$ cat config.mk
export PLATFORM = sky130hd
export DESIGN_NAME = segpage_xlate
export DESIGN_NICKNAME = d
export VERILOG_FILES = /design/src/rtl/sx_pkg.sv /design/src/rtl/sx_memrd.sv /design/src/rtl/sx_sdw_check.sv /design/src/rtl/sx_ptw_eval.sv /design/src/rtl/segpage_xlate.sv
export SDC_FILE = /design/constraint.sdc
export NUM_CORES = 1
export LEC_CHECK = 0
export ABC_AREA = 1
export BUFFER_PORTS_ARGS = -buffer_cell sky130_fd_sc_hd__buf_2
export CORE_MARGIN = 3
export CORE_UTILIZATION = 56
export CTS_CLUSTER_DIAMETER = 200
export DETAILED_ROUTE_END_ITERATION = 10
export GPL_TIMING_DRIVEN = 0
export PLACE_DENSITY = 0.91
export SETUP_SLACK_MARGIN = 0.2
export SYNTH_ARGS = -nofsm -noshare
export SYNTH_HDL_FRONTEND = slang
export SYNTH_SLANG_ARGS = --single-unit
$ cat constraint.sdc
create_clock -name clk -period 2.7 [get_ports clk]
set_clock_uncertainty 0.05 [all_clocks]
set_input_delay 0.54 -clock clk [delete_from_list [all_inputs] [get_ports clk]]
set_output_delay 0.54 -clock clk [all_outputs]
set_load 0.02 [all_outputs]
$ cat src/rtl/sx_pkg.sv
package sx_pkg;
   typedef enum logic [2:0] {
      FLT_NONE     = 3'd0,
      FLT_SEGNUM   = 3'd1,
      FLT_SEGMISS  = 3'd2,
      FLT_BOUND    = 3'd3,
      FLT_ACCESS   = 3'd4,
      FLT_PAGEMISS = 3'd5
   } sx_fault_e;

   typedef enum logic [1:0] {
      KIND_RD  = 2'd0,
      KIND_WR  = 2'd1,
      KIND_EX  = 2'd2,
      KIND_RSV = 2'd3
   } sx_kind_e;

   typedef enum logic [2:0] {
      ST_IDLE,
      ST_RD_DESC,
      ST_CHECK,
      ST_RD_PTW,
      ST_RESPOND
   } sx_state_e;
endpackage

$ cat src/rtl/sx_memrd.sv
module sx_memrd #(
   parameter int ADDR_W = 24,
   parameter int DATA_W = 48,
   parameter int RD_LAT = 2
) (
   input  logic              clk,
   input  logic              rst_n,
   input  logic              issue,
   input  logic [ADDR_W-1:0] issue_addr,
   output logic              done,
   output logic [DATA_W-1:0] data,
   output logic              mem_req_valid,
   input  logic              mem_req_ready,
   output logic [ADDR_W-1:0] mem_req_addr,
   input  logic [DATA_W-1:0] mem_rdata
);
   localparam int CNT_W = $clog2(RD_LAT + 1);

   logic              waiting_q;
   logic              done_q;
   logic [DATA_W-1:0] data_q;
   logic              fire;
   logic              land;

   assign mem_req_valid = issue && !waiting_q && !done_q;
   assign mem_req_addr  = issue_addr;
   assign fire          = mem_req_valid && mem_req_ready;

   generate
      if (RD_LAT < 1) begin : g_bad_lat
         initial $error("sx_memrd: RD_LAT must be at least 1");
      end
      if (RD_LAT == 1) begin : g_lat_one
         assign land = waiting_q;
      end else begin : g_lat_cnt
         logic [CNT_W-1:0] cnt_q;
         always_ff @(posedge clk) begin
            if (!rst_n)         cnt_q <= '0;
            else if (fire)      cnt_q <= CNT_W'(1);
            else if (waiting_q) cnt_q <= cnt_q + 1'b1;
         end
         assign land = waiting_q && (cnt_q == CNT_W'(RD_LAT));
      end
   endgenerate

   always_ff @(posedge clk) begin
      if (!rst_n) begin
         waiting_q <= 1'b0;
         done_q    <= 1'b0;
         data_q    <= '0;
      end else begin
         if (fire)      waiting_q <= 1'b1;
         else if (land) waiting_q <= 1'b0;
         done_q <= land;
         if (land) data_q <= mem_rdata;
      end
   end

   assign done = done_q;
   assign data = data_q;


   hold_req_chk: assert property (@(posedge clk) disable iff (!rst_n)
      (mem_req_valid && !mem_req_ready) |=> (mem_req_valid && $stable(mem_req_addr)));


   one_outstanding_chk: assert property (@(posedge clk) disable iff (!rst_n)
      fire |=> !mem_req_valid);
endmodule

$ cat src/rtl/sx_sdw_check.sv
module sx_sdw_check
   import sx_pkg::*;
#(
   parameter int DATA_W = 48,
   parameter int PA_W   = 24,
   parameter int IDX_W  = 18,
   parameter int OFF_W  = 10
) (
   input  logic [DATA_W-1:0] sdw,
   input  logic [IDX_W-1:0]  idx,
   input  logic [1:0]        kind,
   output sx_fault_e         fault,
   output logic [PA_W-1:0]   pt_addr
);
   localparam int LEN_W   = IDX_W + 1;
   localparam int LEN_LSB = PA_W;
   localparam int ACC_LSB = PA_W + LEN_W;
   localparam int PG_W    = IDX_W - OFF_W;

   generate
      if (DATA_W < ACC_LSB + 4) begin : g_bad_w
         initial $error("sx_sdw_check: DATA_W too narrow for descriptor layout");
      end
   endgenerate

   logic             seg_missing;
   logic [LEN_W-1:0] seg_len;
   logic [2:0]       rights;
   logic             allowed;
   logic [PG_W-1:0]  page;

   assign seg_missing = sdw[DATA_W-1];
   assign seg_len     = sdw[LEN_LSB +: LEN_W];
   assign rights      = sdw[ACC_LSB +: 3];
   assign page        = idx[IDX_W-1:OFF_W];
   assign pt_addr     = sdw[PA_W-1:0] + PA_W'(page);

   always_comb begin
      case (sx_kind_e'(kind))
         KIND_RD: allowed = rights[0];
         KIND_WR: allowed = rights[1];
         KIND_EX: allowed = rights[2];
         default: allowed = 1'b0;
      endcase
   end

   always_comb begin
      if (seg_missing)                  fault = FLT_SEGMISS;
      else if ({1'b0, idx} >= seg_len)  fault = FLT_BOUND;
      else if (!allowed)                fault = FLT_ACCESS;
      else                              fault = FLT_NONE;
   end
endmodule

$ cat src/rtl/sx_ptw_eval.sv
module sx_ptw_eval #(
   parameter int DATA_W = 48,
   parameter int PA_W   = 24,
   parameter int OFF_W  = 10
) (
   input  logic [DATA_W-1:0] ptw,
   input  logic [OFF_W-1:0]  offset,
   output logic              missing,
   output logic [PA_W-1:0]   paddr
);
   localparam int FRAME_W = PA_W - OFF_W;

   generate
      if (DATA_W < FRAME_W + 1) begin : g_bad_w
         initial $error("sx_ptw_eval: DATA_W too narrow for page word");
      end
   endgenerate

   assign missing = ptw[DATA_W-1];
   assign paddr   = {ptw[FRAME_W-1:0], offset};
endmodule

$ cat src/rtl/segpage_xlate.sv
module segpage_xlate
   import sx_pkg::*;
#(
   parameter int SEG_W  = 18,
   parameter int IDX_W  = 18,
   parameter int OFF_W  = 10,
   parameter int PA_W   = 24,
   parameter int DATA_W = 48,
   parameter int RD_LAT = 2
) (
   input  logic              clk,
   input  logic              rst_n,
   input  logic [PA_W-1:0]   dbr_base,
   input  logic [SEG_W:0]    dbr_count,
   input  logic              req_valid,
   output logic              req_ready,
   input  logic [SEG_W-1:0]  req_seg,
   input  logic [IDX_W-1:0]  req_idx,
   input  logic [1:0]        req_kind,
   output logic              rsp_valid,
   output logic [2:0]        rsp_fault,
   output logic [PA_W-1:0]   rsp_paddr,
   output logic              mem_req_valid,
   input  logic              mem_req_ready,
   output logic [PA_W-1:0]   mem_req_addr,
   input  logic [DATA_W-1:0] mem_rdata
);
   generate
      if (OFF_W >= IDX_W || OFF_W >= PA_W) begin : g_bad_off
         initial $error("segpage_xlate: OFF_W must be below IDX_W and PA_W");
      end
      if (SEG_W > PA_W) begin : g_bad_seg
         initial $error("segpage_xlate: SEG_W must fit in PA_W");
      end
   endgenerate

   sx_state_e         state_q;
   logic [IDX_W-1:0]  idx_q;
   logic [1:0]        kind_q;
   logic [PA_W-1:0]   desc_addr_q;
   logic [PA_W-1:0]   ptw_addr_q;
   logic [DATA_W-1:0] sdw_q;
   sx_fault_e         fault_q;
   logic [PA_W-1:0]   paddr_q;

   logic              rd_issue;
   logic [PA_W-1:0]   rd_addr;
   logic              rd_done;
   logic [DATA_W-1:0] rd_data;
   sx_fault_e         chk_fault;
   logic [PA_W-1:0]   chk_pt_addr;
   logic              pg_missing;
   logic [PA_W-1:0]   pg_paddr;
   logic              accept;

   assign req_ready = (state_q == ST_IDLE);
   assign accept    = req_valid && req_ready;
   assign rd_issue  = (state_q == ST_RD_DESC) || (state_q == ST_RD_PTW);
   assign rd_addr   = (state_q == ST_RD_PTW) ? ptw_addr_q : desc_addr_q;

   sx_memrd #(.ADDR_W(PA_W), .DATA_W(DATA_W), .RD_LAT(RD_LAT)) i_memrd (
      .clk           (clk),
      .rst_n         (rst_n),
      .issue         (rd_issue),
      .issue_addr    (rd_addr),
      .done          (rd_done),
      .data          (rd_data),
      .mem_req_valid (mem_req_valid),
      .mem_req_ready (mem_req_ready),
      .mem_req_addr  (mem_req_addr),
      .mem_rdata     (mem_rdata)
   );

   sx_sdw_check #(.DATA_W(DATA_W), .PA_W(PA_W), .IDX_W(IDX_W), .OFF_W(OFF_W)) i_sdw_check (
      .sdw     (sdw_q),
      .idx     (idx_q),
      .kind    (kind_q),
      .fault   (chk_fault),
      .pt_addr (chk_pt_addr)
   );

   sx_ptw_eval #(.DATA_W(DATA_W), .PA_W(PA_W), .OFF_W(OFF_W)) i_ptw_eval (
      .ptw     (rd_data),
      .offset  (idx_q[OFF_W-1:0]),
      .missing (pg_missing),
      .paddr   (pg_paddr)
   );

   always_ff @(posedge clk) begin
      if (!rst_n) begin
         state_q     <= ST_IDLE;
         idx_q       <= '0;
         kind_q      <= '0;
         desc_addr_q <= '0;
         ptw_addr_q  <= '0;
         sdw_q       <= '0;
         fault_q     <= FLT_NONE;
         paddr_q     <= '0;
      end else begin
         unique case (state_q)
            ST_IDLE: begin
               if (accept) begin
                  idx_q       <= req_idx;
                  kind_q      <= req_kind;
                  desc_addr_q <= dbr_base + PA_W'(req_seg);
                  paddr_q     <= '0;
                  fault_q     <= FLT_NONE;
                  if ({1'b0, req_seg} >= dbr_count) begin
                     fault_q <= FLT_SEGNUM;
                     state_q <= ST_RESPOND;
                  end else begin
                     state_q <= ST_RD_DESC;
                  end
               end
            end
            ST_RD_DESC: begin
               if (rd_done) begin
                  sdw_q   <= rd_data;
                  state_q <= ST_CHECK;
               end
            end
            ST_CHECK: begin
               if (chk_fault != FLT_NONE) begin
                  fault_q <= chk_fault;
                  state_q <= ST_RESPOND;
               end else begin
                  ptw_addr_q <= chk_pt_addr;
                  state_q    <= ST_RD_PTW;
               end
            end
            ST_RD_PTW: begin
               if (rd_done) begin
                  if (pg_missing) fault_q <= FLT_PAGEMISS;
                  else            paddr_q <= pg_paddr;
                  state_q <= ST_RESPOND;
               end
            end
            ST_RESPOND: state_q <= ST_IDLE;
            default:    state_q <= ST_IDLE;
         endcase
      end
   end

   assign rsp_valid = (state_q == ST_RESPOND);
   assign rsp_fault = fault_q;
   assign rsp_paddr = paddr_q;


   rsp_single_chk: assert property (@(posedge clk) disable iff (!rst_n)
      rsp_valid |=> !rsp_valid);


   busy_after_accept_chk: assert property (@(posedge clk) disable iff (!rst_n)
      accept |=> !req_ready);


   early_fault_no_ptw_chk: assert property (@(posedge clk) disable iff (!rst_n)
      (state_q == ST_CHECK && chk_fault != FLT_NONE) |=> (rsp_valid && !mem_req_valid));


   fault_zero_addr_chk: assert property (@(posedge clk) disable iff (!rst_n)
      (rsp_valid && rsp_fault != 3'd0) |-> (rsp_paddr == '0));
endmodule

==> flow_summary_export.csv, run 1 <==
group,metric,value,unit
global_route,use_met3,4.65,%
yosys,synth.top_cells.by_area,"dfxtp_1 (38%), nand2_1 (10%), nor2_1 (9.1%)",
clock_network,tritoncts_clock_tree,"done",
drt,detail_route.wirelength,31200,um
global_route,groute.layer.met2.usage,49.8,%
yosys,synthDominantAreaCellType,"dfxtp_1",
yosys,syn_area,10300,um^2
timing,grt_setup_unrepaired,"false",
layout,final_core_utilization,67.9,%
drt,count_of_tritonroute_iterations_in_the_first_routing_pass,6,
critical_path,crit_path_cell_trace,"nor2_4 -> inv_2 -> nor2_4 -> buf_12 -> buf_4 -> o21ai_0 -> buf_2",
global_route,first_global_vias,9965,
layout,areaGrowthSynthToFinish,18.6,%
die,placeableCoreArea,18000,um^2
drt,drcViolationCount,0,
yosys,asyncSetResetFlopFracSynth,0,%
timing,worst_hold_slack,273,ps
drt,first_iter_violations,993,
critical_path,critical-path-max-stage-delay,390,ps
timing,max_slew_margin,48.3,%
layout,fin_nets,1933,
place,port-buffer-count,185,
critical_path,crit_path_frequent_cell,"nor2_4",
critical_path,worst_reg2reg_path_length_in_cells,12,
clock_network,max-clock-path-buffers,2,
yosys,syn_inst,1524,
timing,final.setup.worst_slack,239,ps
power_and_ir_drop,ir_worst_vdd,513,uV
critical_path,worst_reg2reg_endpoint,"ptw_addr_q[20]",
critical_path,worst-path-max-fanout,10,
timing,final_hold_viol_count,0,
power_and_ir_drop,power.static_leakage,5.86,nW
die,die_height,142,um
yosys,seq_total_area_yosys,38.0,%
yosys,synth_flop_cell,"dfxtp_1",
min_path,whs_path_depth,3,
global_route,grt_first_pass_wirelength,48100,um
clock_network,numCtsBuffers,17,
run_status,run_status,"complete, no violations",
global_route,grtUsageMet1,39.6,%
global_route,number_of_antenna_violations_at_the_first_check_in_global_routing,0,
power_and_ir_drop,power_per_standard_cell_area,681,nW/um^2
power_and_ir_drop,design_power_total,8.33,mW
critical_path,r2r_start,"idx_q[10]",
min_path,hold_start,"req_idx[7]",
yosys,yosys_register_bits,196,
yosys,netlist-cell-type-count,33,
yosys,synth_enable_flop_cells,0,
yosys,synth.yosys.warnings,0,
timing,totalNegativeSetupSlack,0,ps
timing,final-max-slew-violation-count,0,
layout,final_cell_mix,"nand2_1 (276), nor2_1 (250), buf_2 (193), dfxtp_1 (193), inv_1 (184)",
place,finalWeightedCongestion,1.01,
timing,setup-violations-final,0,
run,max_cap_violations,0,
clock_network,clock_tree.htree_level_count,4,
die,floorplan.die.width,142,um
die,fp.dieArea,20100,um^2
die,standard_cell_row_count,49,
clock_network,cts_num_sinks,196,
place,place_hpwl,24300,um
critical_path,cp_data_required_time,2110,ps
place,pre_cts_ws,-91.7,ps
critical_path,timing.critical_path.slowest_stage_cell,"dfxtp_2",
clock_network,cts_clock_pin_slew_for_the_worst_setup_and_hold_paths,70,ps
global_route,grt.overflow.total,0,
global_route,grt_start_max_net_pins,19,
critical_path,kind_of_start_point_of_the_critical_path,"flip-flop",
yosys,yosys.area.top_type_share,38.0,%
drt,route.antenna.remaining_nets,0,
yosys,syn-mean-instance-area,6.77,um^2
critical_path,setup.reg_to_reg.worst_slack,360,ps
yosys,synthesis.nets,1722,
layout,insertedDiodeCount,0,
global_route,grt_util_all_layers,30.0,%
global_route,grt.busiest_layer,"met2",
die,number_of_top_level_pins,187,
drt,drt-wirelength-per-cell,15.8,um
timing,post_route_clock_period_utilization,91.2,%
drt,routed-via-count,10800,
clock_network,insertion_delay,440,ps
timing,achievable-frequency,0.406,GHz
min_path,timing.hold.worst.class,"input pin to flip-flop",
drt,via_per_inst,5.49,
timing,finalWorstPathRequiredPeriod,2460,ps
layout,leading_cell_type_in_the_layout_fill_and_taps_excluded,"nand2_1",
min_path,worstHoldEndpoint,"idx_q[7]",
die,starting_density_of_the_core,57.2,%
critical_path,timing.critical_path.to_type,"output port",
critical_path,cp_data_arrival_time,1870,ps
layout,final_layout_size_suffix_gt1_share,14.9,%
timing,worstMarginPinSlew,775,ps
clock_network,cts_root_buf,"clkbuf_16",
critical_path,timing_worst_setup_path_type,"flip-flop to output port",
[stage by stage]
stage / cells / area (um^2)
5_1_grt: 1976 / 12200
3_3_place_gp: 1938 / 11500
4_1_cts: 1970 / 12100
3_5_place_dp: 1938 / 11500
2_1_floorplan: 1524 / 10300
6_report: 1976 / 12200
[layout make-up]
type | instances | area (um^2)
Buffer | 65 | 299
Clock buffer | 19 | 443
Clock inverter | 12 | 116
Fill cell | 1538 | 5790
Inverter | 193 | 724
Multi-Input combinational cell | 1070 | 5420
Sequential cell | 196 | 3930
Tap cell | 229 | 287
Timing Repair Buffer | 192 | 1010
[sequential cells by signal, indices dropped and copies added (netlist names), 3 cells and up]
signal / count
i_memrd.data: 47
sdw_q: 47
desc_addr_q: 24
ptw_addr_q: 24
rsp_paddr: 24
idx_q: 18
rsp_fault: 3
state_q: 3
[critical path: cells and delay by family, from the launching register on]
kind                   cells  cell delay (ps)
flip-flops                 1              390
AO/OA/AOI/OAI              1              300
buffers and inverters      4              630
AND/OR/NAND/NOR            2              110
[synth_stat cells (all sizes together), types with 4 or more instances]
library cell and n:
buf 15, or2 5, inv 192, clkbuf 50, nand4 13, nand3 58, dfxtp 196, xnor2 7
nor2 256, o21ai 184, a21oi 147, a21o 4, o21a 8, ha 63, nand2 278, nor3 13
nand3b 4, xor2 19
[per-layer routing]
layer	part of all wire, %	up-vias
li1	-	5315
met1	41	4939
met2	46	516
met3	9.6	77
met4	3.1	0
met5	0	-
[how the worst max path moves through the flow]
stage | start | endpoint | slack (ps) | depth (start not counted)
floorplan | dbr_base[0] | desc_addr_q[10] | 410 | 14
global placement | req_seg[0] | desc_addr_q[10] | -60 | 15
detailed placement | req_seg[0] | desc_addr_q[10] | -90 | 15
CTS | state_q[1] | mem_req_addr[14] | 160 | 8
global route | idx_q[17] | ptw_addr_q[6] | 210 | 10
finish | state_q[2] | mem_req_addr[15] | 240 | 7
[logic make-up after synthesis]
family | synth area share (%)
simple gates | 24.9
compound gates | 17.3
fa+ha+maj | 8.03
buf+inv | 9.56
xor+xnor | 2.21
flops | 38.0
[repair_timing]
item                                    in CTS  in global routing
pin swaps                                    1                  3
hold buffers                                 0                  0
resized for setup                           11                 21
endpoints found under the setup margin      24                 45
gates cloned                                 0                  2
setup buffers                                1                  4
endpoints found under the hold margin        0                  0
[power by group]
group	switching [mW]	internal [mW]	total (mW)
registers	0.175	3.14	3.32
clock network	1.20	1.24	2.44
logic	1.73	0.836	2.57
Note: power is estimated with default switching activity, not from simulation.
==> run 2: changes to the inputs <==
--- a/config.mk
+++ b/config.mk
@@ -10,3 +10,3 @@
 export CORE_MARGIN = 3
-export CORE_UTILIZATION = 56
+export CORE_UTILIZATION = 57
 export CTS_CLUSTER_DIAMETER = 200
@@ -14,3 +14,3 @@
 export GPL_TIMING_DRIVEN = 0
-export PLACE_DENSITY = 0.91
+export PLACE_DENSITY = 0.92
 export SETUP_SLACK_MARGIN = 0.2
@@ -18,2 +18,3 @@
 export SYNTH_HDL_FRONTEND = slang
+export SYNTH_HIERARCHICAL = 1
 export SYNTH_SLANG_ARGS = --single-unit
==> constraint.sdc (replaced) <==
create_clock -name clk -period 2.7 [get_ports clk]
set_clock_uncertainty 0.05 [all_clocks]
set_input_delay 0.675 -clock clk [delete_from_list [all_inputs] [get_ports clk]]
set_output_delay 0.675 -clock clk [all_outputs]
set_load 0.02 [all_outputs]
==> flow_summary_export.csv, run 2 <==
group,metric,value,unit
power_and_ir_drop,design_power_total,9.20,mW
critical_path,cp_data_required_time,1980,ps
clock_network,cts_root_buf,"clkbuf_16",
critical_path,crit_path_cell_trace,"inv_2 -> nor2_4 -> inv_2 -> nor2_4 -> buf_12 -> clkbuf_16 -> nand2_1 -> o21ai_2 -> buf_4 -> buf_4",
timing,post_route_clock_period_utilization,97.4,%
yosys,syn_area,11000,um^2
timing,final-max-slew-violation-count,0,
timing,final_hold_viol_count,0,
global_route,grt_start_max_net_pins,17,
global_route,grt_util_all_layers,29.1,%
layout,postLayoutCellArea,13500,um^2
power_and_ir_drop,ir_worst_vdd,508,uV
timing,max_slew_margin,51.3,%
clock_network,clock_tree.htree_level_count,4,
critical_path,timing.critical_path.slowest_stage_cell,"dfxtp_4",
critical_path,worst_reg2reg_path_length_in_cells,12,
clock_network,tritoncts_clock_tree,"done",
clock_network,insertion_delay,440,ps
timing,grt_setup_unrepaired,"true",
timing,worstMarginPinSlew,731,ps
min_path,hold_start,"rsp_paddr[3]",
critical_path,cp_data_arrival_time,1900,ps
die,number_of_top_level_pins,187,
yosys,synth.yosys.warnings,6,
layout,final_cell_mix,"nor2_1 (330), nand2_1 (262), dfxtp_1 (176)",
global_route,number_of_antenna_violations_at_the_first_check_in_global_routing,0,
layout,insertedDiodeCount,0,
die,floorplan.die.width,145,um
timing,finalWorstPathRequiredPeriod,2630,ps
critical_path,worst_reg2reg_endpoint,"ptw_addr_q[23]",
place,post-place-cells,2068,
run,max_cap_violations,0,
critical_path,kind_of_start_point_of_the_critical_path,"flip-flop",
place,port-buffer-count,185,
die,fp.dieArea,21100,um^2
global_route,first_global_vias,10900,
power_and_ir_drop,power_per_standard_cell_area,681,nW/um^2
global_route,grt.overflow.total,0,
layout,areaGrowthSynthToFinish,22.4,%
drt,count_of_tritonroute_iterations_in_the_first_routing_pass,6,
critical_path,worst-path-max-fanout,9,
run_status,run_status,"complete, no violations",
critical_path,r2r_start,"sdw_q[26]",
place,finalWeightedCongestion,0.964,
layout,final_cell_count_no_fill,2116,
place,place_hpwl,23700,um
place,pre_cts_ws,-120,ps
timing,setup-violations-final,0,
drt,first_iter_violations,1292,
die,die_height,145,um
clock_network,max-clock-path-buffers,2,
drt,drcViolationCount,0,
critical_path,critical-path-max-stage-delay,360,ps
clock_network,cts_hold_buf,0,
place,placement.cell_area,12300,um^2
critical_path,timing.critical_path.to_type,"output port",
die,starting_density_of_the_core,58.5,%
timing,final.setup.worst_slack,71.4,ps
drt,route.antenna.remaining_nets,0,
yosys,syn-mean-instance-area,6.80,um^2
clock_network,cts_num_sinks,196,
layout,final_layout_size_suffix_gt1_share,23.5,%
drt,detail_route.wirelength,34100,um
layout,leading_cell_type_in_the_layout_fill_and_taps_excluded,"nor2_1",
clock_network,cts_clock_pin_slew_for_the_worst_setup_and_hold_paths,70,ps
drt,drt-wirelength-per-cell,16.1,um
yosys,synthesis.nets,1821,
layout,fin_nets,2043,
drt,routed-via-count,11700,
die,placeableCoreArea,18900,um^2
power_and_ir_drop,power.static_leakage,6.65,nW
drt,via_per_inst,5.52,
die,standard_cell_row_count,50,
global_route,grt_first_pass_wirelength,51100,um
critical_path,startpoint,"state_q[1]",
yosys,syn_inst,1623,
timing,achievable-frequency,0.380,GHz
clock_network,numCtsBuffers,17,
min_path,timing.hold.worst.class,"flip-flop to flip-flop",
critical_path,crit_path_end,"mem_req_addr[1]",
critical_path,timing_worst_setup_path_type,"flip-flop to output port",
critical_path,setup.reg_to_reg.worst_slack,120,ps
-- run 2: worst min-delay path by stage --
stage / to / slack, ps / cells after the start
2_1_floorplan: desc_addr_q[0] / 380 / 2
3_3_place_gp: desc_addr_q[0] / 390 / 2
3_5_place_dp: desc_addr_q[1] / 400 / 2
4_1_cts: idx_q[5] / 410 / 3
5_1_grt: idx_q[3] / 430 / 3
6_report: rsp_paddr[3] / 410 / 2
-- run 2: worst max-delay path: cells and delay by family (launching register included) --
kind / cells / cell delay, ps
compound gates: 1 / 100
buf+inv: 6 / 700
flops: 1 / 360
simple gates: 3 / 300
-- run 2: area by class of cell --
cell class                 instances  area [um^2]
sequential                       196         3960
multi-input combinational       1129         6010
buffer                           114          813
tap                              260          325
inverter                         184          698
fill                            1421         5380
timing repair buffer             203         1130
clock inverter                    10          120
clock buffer                      20          467
-- run 2: timing repair --
item                       CTS  global route
setup endpoints to repair   49            54
gates resized for setup     91            76
pin swaps                    8            26
gates cloned                 1             2
setup buffers               12             3
-- run 2: report_power, final --
part | switching (mW) | total (mW) | internal [mW]
Combinational | 2.02 | 3.31 | 1.29
Clock | 1.13 | 2.56 | 1.44
Sequential | 0.179 | 3.34 | 3.16
-- run 2: metrics by stage --
stage	utilization, %	setup TNS, ps	hold slack (ps)
2_1_floorplan	-	0	375
3_3_place_gp	65.1	-296	391
3_5_place_dp	65.1	-980	402
4_1_cts	70.0	0	406
5_1_grt	71.5	0	428
6_report	71.5	0	412
-- run 2: layer usage --
metal | GRT usage (%) | routed length, um | vias to the layer above
li1 | - | - | 5575
met1 | 35.3 | 13000 | 5281
met2 | 51.0 | 16300 | 663
met3 | 4.78 | 2970 | 155
met4 | 13.1 | 1850 | 0
met5 | 0 | 0 | -
==> run 3: changes to the inputs <==
CORE_UTILIZATION = 25   (was 57)
PLACE_DENSITY = 0.53   (was 0.92)
==> flow_summary_export.csv, run 3 (synthesis results as in run 2) <==
group,metric,value,unit
run_status,run_status,"complete, no violations",
layout,areaGrowthSynthToFinish,29.9,%
layout,final_layout_size_suffix_gt1_share,24.7,%
power_and_ir_drop,ir_worst_vdd,385,uV
global_route,grtUsageMet1,19.3,%
critical_path,kind_of_start_point_of_the_critical_path,"flip-flop",
power_and_ir_drop,p_seq_share,34.3,%
layout,final_cell_mix,"nor2_1 (331), nand2_1 (244), dfxtp_1 (186)",
layout,final_core_utilization,33.1,%
critical_path,critical-path-max-stage-delay,370,ps
die,fp.dieArea,46700,um^2
timing,post_route_clock_period_utilization,97.4,%
layout,fin_nets,2064,
drt,routed-via-count,10800,
critical_path,crit_path_cell_trace,"inv_4 -> nor2_4 -> inv_4 -> nor2_4 -> clkbuf_16 -> clkbuf_16 -> nand2_4 -> o21ai_2 -> buf_4 -> buf_6",
power_and_ir_drop,power.combinational.fraction,38.0,%
timing,grt_setup_unrepaired,"true",
timing,setup-violations-final,0,
timing,max_slew_margin,45.6,%
drt,route.antenna.remaining_nets,0,
critical_path,cp_data_required_time,1980,ps
drt,drt-wirelength-per-cell,14.8,um
clock_network,cts_num_sinks,196,
min_path,timing.hold.worst.class,"input pin to flip-flop",
clock_network,clock_tree.htree_level_count,4,
drt,count_of_tritonroute_iterations_in_the_first_routing_pass,5,
die,number_of_top_level_pins,187,
die,die_height,216,um
drt,detail_route.wirelength,36400,um
timing,achievable-frequency,0.380,GHz
clock_network,cts_clock_pin_slew_for_the_worst_setup_and_hold_paths,80,ps
layout,final_cell_count_no_fill,2464,
power_and_ir_drop,p_int,6.12,mW
place,finalWeightedCongestion,0.847,
clock_network,tritoncts_clock_tree,"done",
drt,drcViolationCount,0,
timing,final_hold_viol_count,0,
die,standard_cell_row_count,76,
power_and_ir_drop,p_switching,3.55,mW
power_and_ir_drop,design_power_total,9.67,mW
timing,finalWorstPathRequiredPeriod,2630,ps
die,placeableCoreArea,43400,um^2
power_and_ir_drop,swShare,36.7,%
global_route,number_of_antenna_violations_at_the_first_check_in_global_routing,1,
layout,layout.filler_cells,4753,
timing,final-max-slew-violation-count,0,
clock_network,insertion_delay,440,ps
critical_path,timing.critical_path.to_type,"output port",
global_route,first_global_vias,10400,
layout,leading_cell_type_in_the_layout_fill_and_taps_excluded,"nor2_1",
critical_path,timing_worst_setup_path_type,"flip-flop to output port",
power_and_ir_drop,power_per_standard_cell_area,674,nW/um^2
critical_path,timing.critical_path.max_delay_family,"buffers and inverters",
critical_path,timing.critical_path.slowest_stage_cell,"dfxtp_4",
critical_path,cp_data_arrival_time,1900,ps
timing,final.setup.worst_slack,70.9,ps
die,starting_density_of_the_core,25.5,%
layout,insertedDiodeCount,0,
timing,worst_hold_slack,406,ps
clock_network,numCtsBuffers,17,
drt,first_iter_violations,615,
global_route,grt.busiest_layer,"met2",
place,port-buffer-count,185,
die,floorplan.die.width,216,um
clock_network,max-clock-path-buffers,2,
drt,via_per_inst,4.40,
run,max_cap_violations,0,
global_route,groute.layer.met2.usage,26.9,%
clock_network,cts_root_buf,"clkbuf_16",
global_route,grt.overflow.total,0,
global_route,grt_first_pass_wirelength,55700,um
global_route,use_met3,2.06,%
critical_path,crit_buf_inv,6,
place,pre_cts_ws,-141,ps
place,post-place-cells,2393,
global_route,grt_util_all_layers,15.1,%
power_and_ir_drop,power.static_leakage,7.02,nW
power_and_ir_drop,p_clk_share,27.7,%
place,place_hpwl,29300,um
critical_path,worst-path-max-fanout,5,
timing,worstMarginPinSlew,816,ps
global_route,grt_start_max_net_pins,20,
-- run 3: changes by cell type in the layout (fill, tap and decap cells not counted), sizes merged --
| cell | before | now |
|---|---|---|
| buf | 282 | 300 |
| clkinvlp | 2 | 1 |
| inv | 185 | 191 |
-- run 3: what timing repair did --
action,CTS,global route
setup buffers,22,11
cloned,2,4
resized for setup,139,99
hold buffers,0,0
pin swaps,6,12
setup endpoints to repair,53,87
-- run 3: final timing paths --
check / start / to / slack (ps) / cells past startpoint
setup reg to reg: idx_q[17] / rsp_fault[0] / 220 / 15
hold / removal: req_idx[7] / idx_q[7] / 410 / 3
hold reg to reg: rsp_paddr[5] / rsp_paddr[5] / 420 / 2
setup / recovery: state_q[1] / mem_req_addr[20] / 70 / 10
-- run 3: final cells by class --
cell class              count  area (um^2)  share of cell area (%)
multi-input cells        1129         6100                    42.5
flip-flops and latches    196         3940                    27.5
repair buffers            224         1410                    9.81
plain buffers             114          856                    5.96
well taps                 585          732                    5.10
inverters                 184          701                    4.88
clock buffers              17          425                    2.96
clock inverters            15          186                    1.30
-- run 3: worst min-delay path: cells and delay by family --
kind | cells | cell delay [ps]
buffers and inverters | 1 | 70
and+or+nand+nor | 2 | 110
-- run 3: power groups by stage --
| stage | combinational [mW] | clock, mW | sequential [mW] |
|---|---|---|---|
| detailed placement | 2.88 | 0 | 3.37 |
| global route | 4.05 | 2.83 | 3.34 |
| finish | 3.68 | 2.68 | 3.32 |
| CTS | 3.31 | 2.72 | 3.31 |
| global placement | 2.85 | 0 | 3.37 |
| floorplan | 1.97 | 0 | 3.33 |
-- run 3: through the flow --
step	setup TNS (ps)	instance area, um^2
2_1_floorplan	0	11000
3_3_place_gp	-2490	12700
3_5_place_dp	-2710	12700
4_1_cts	0	13900
5_1_grt	0	14400
6_report	0	14400
-- run 3: routing by layer --
metal  vias to the layer above  wire length, um
met5                         -                0
met3                        31             1610
met4                         0              546
li1                       5633                -
met2                       256            17700
met1                      4917            16500
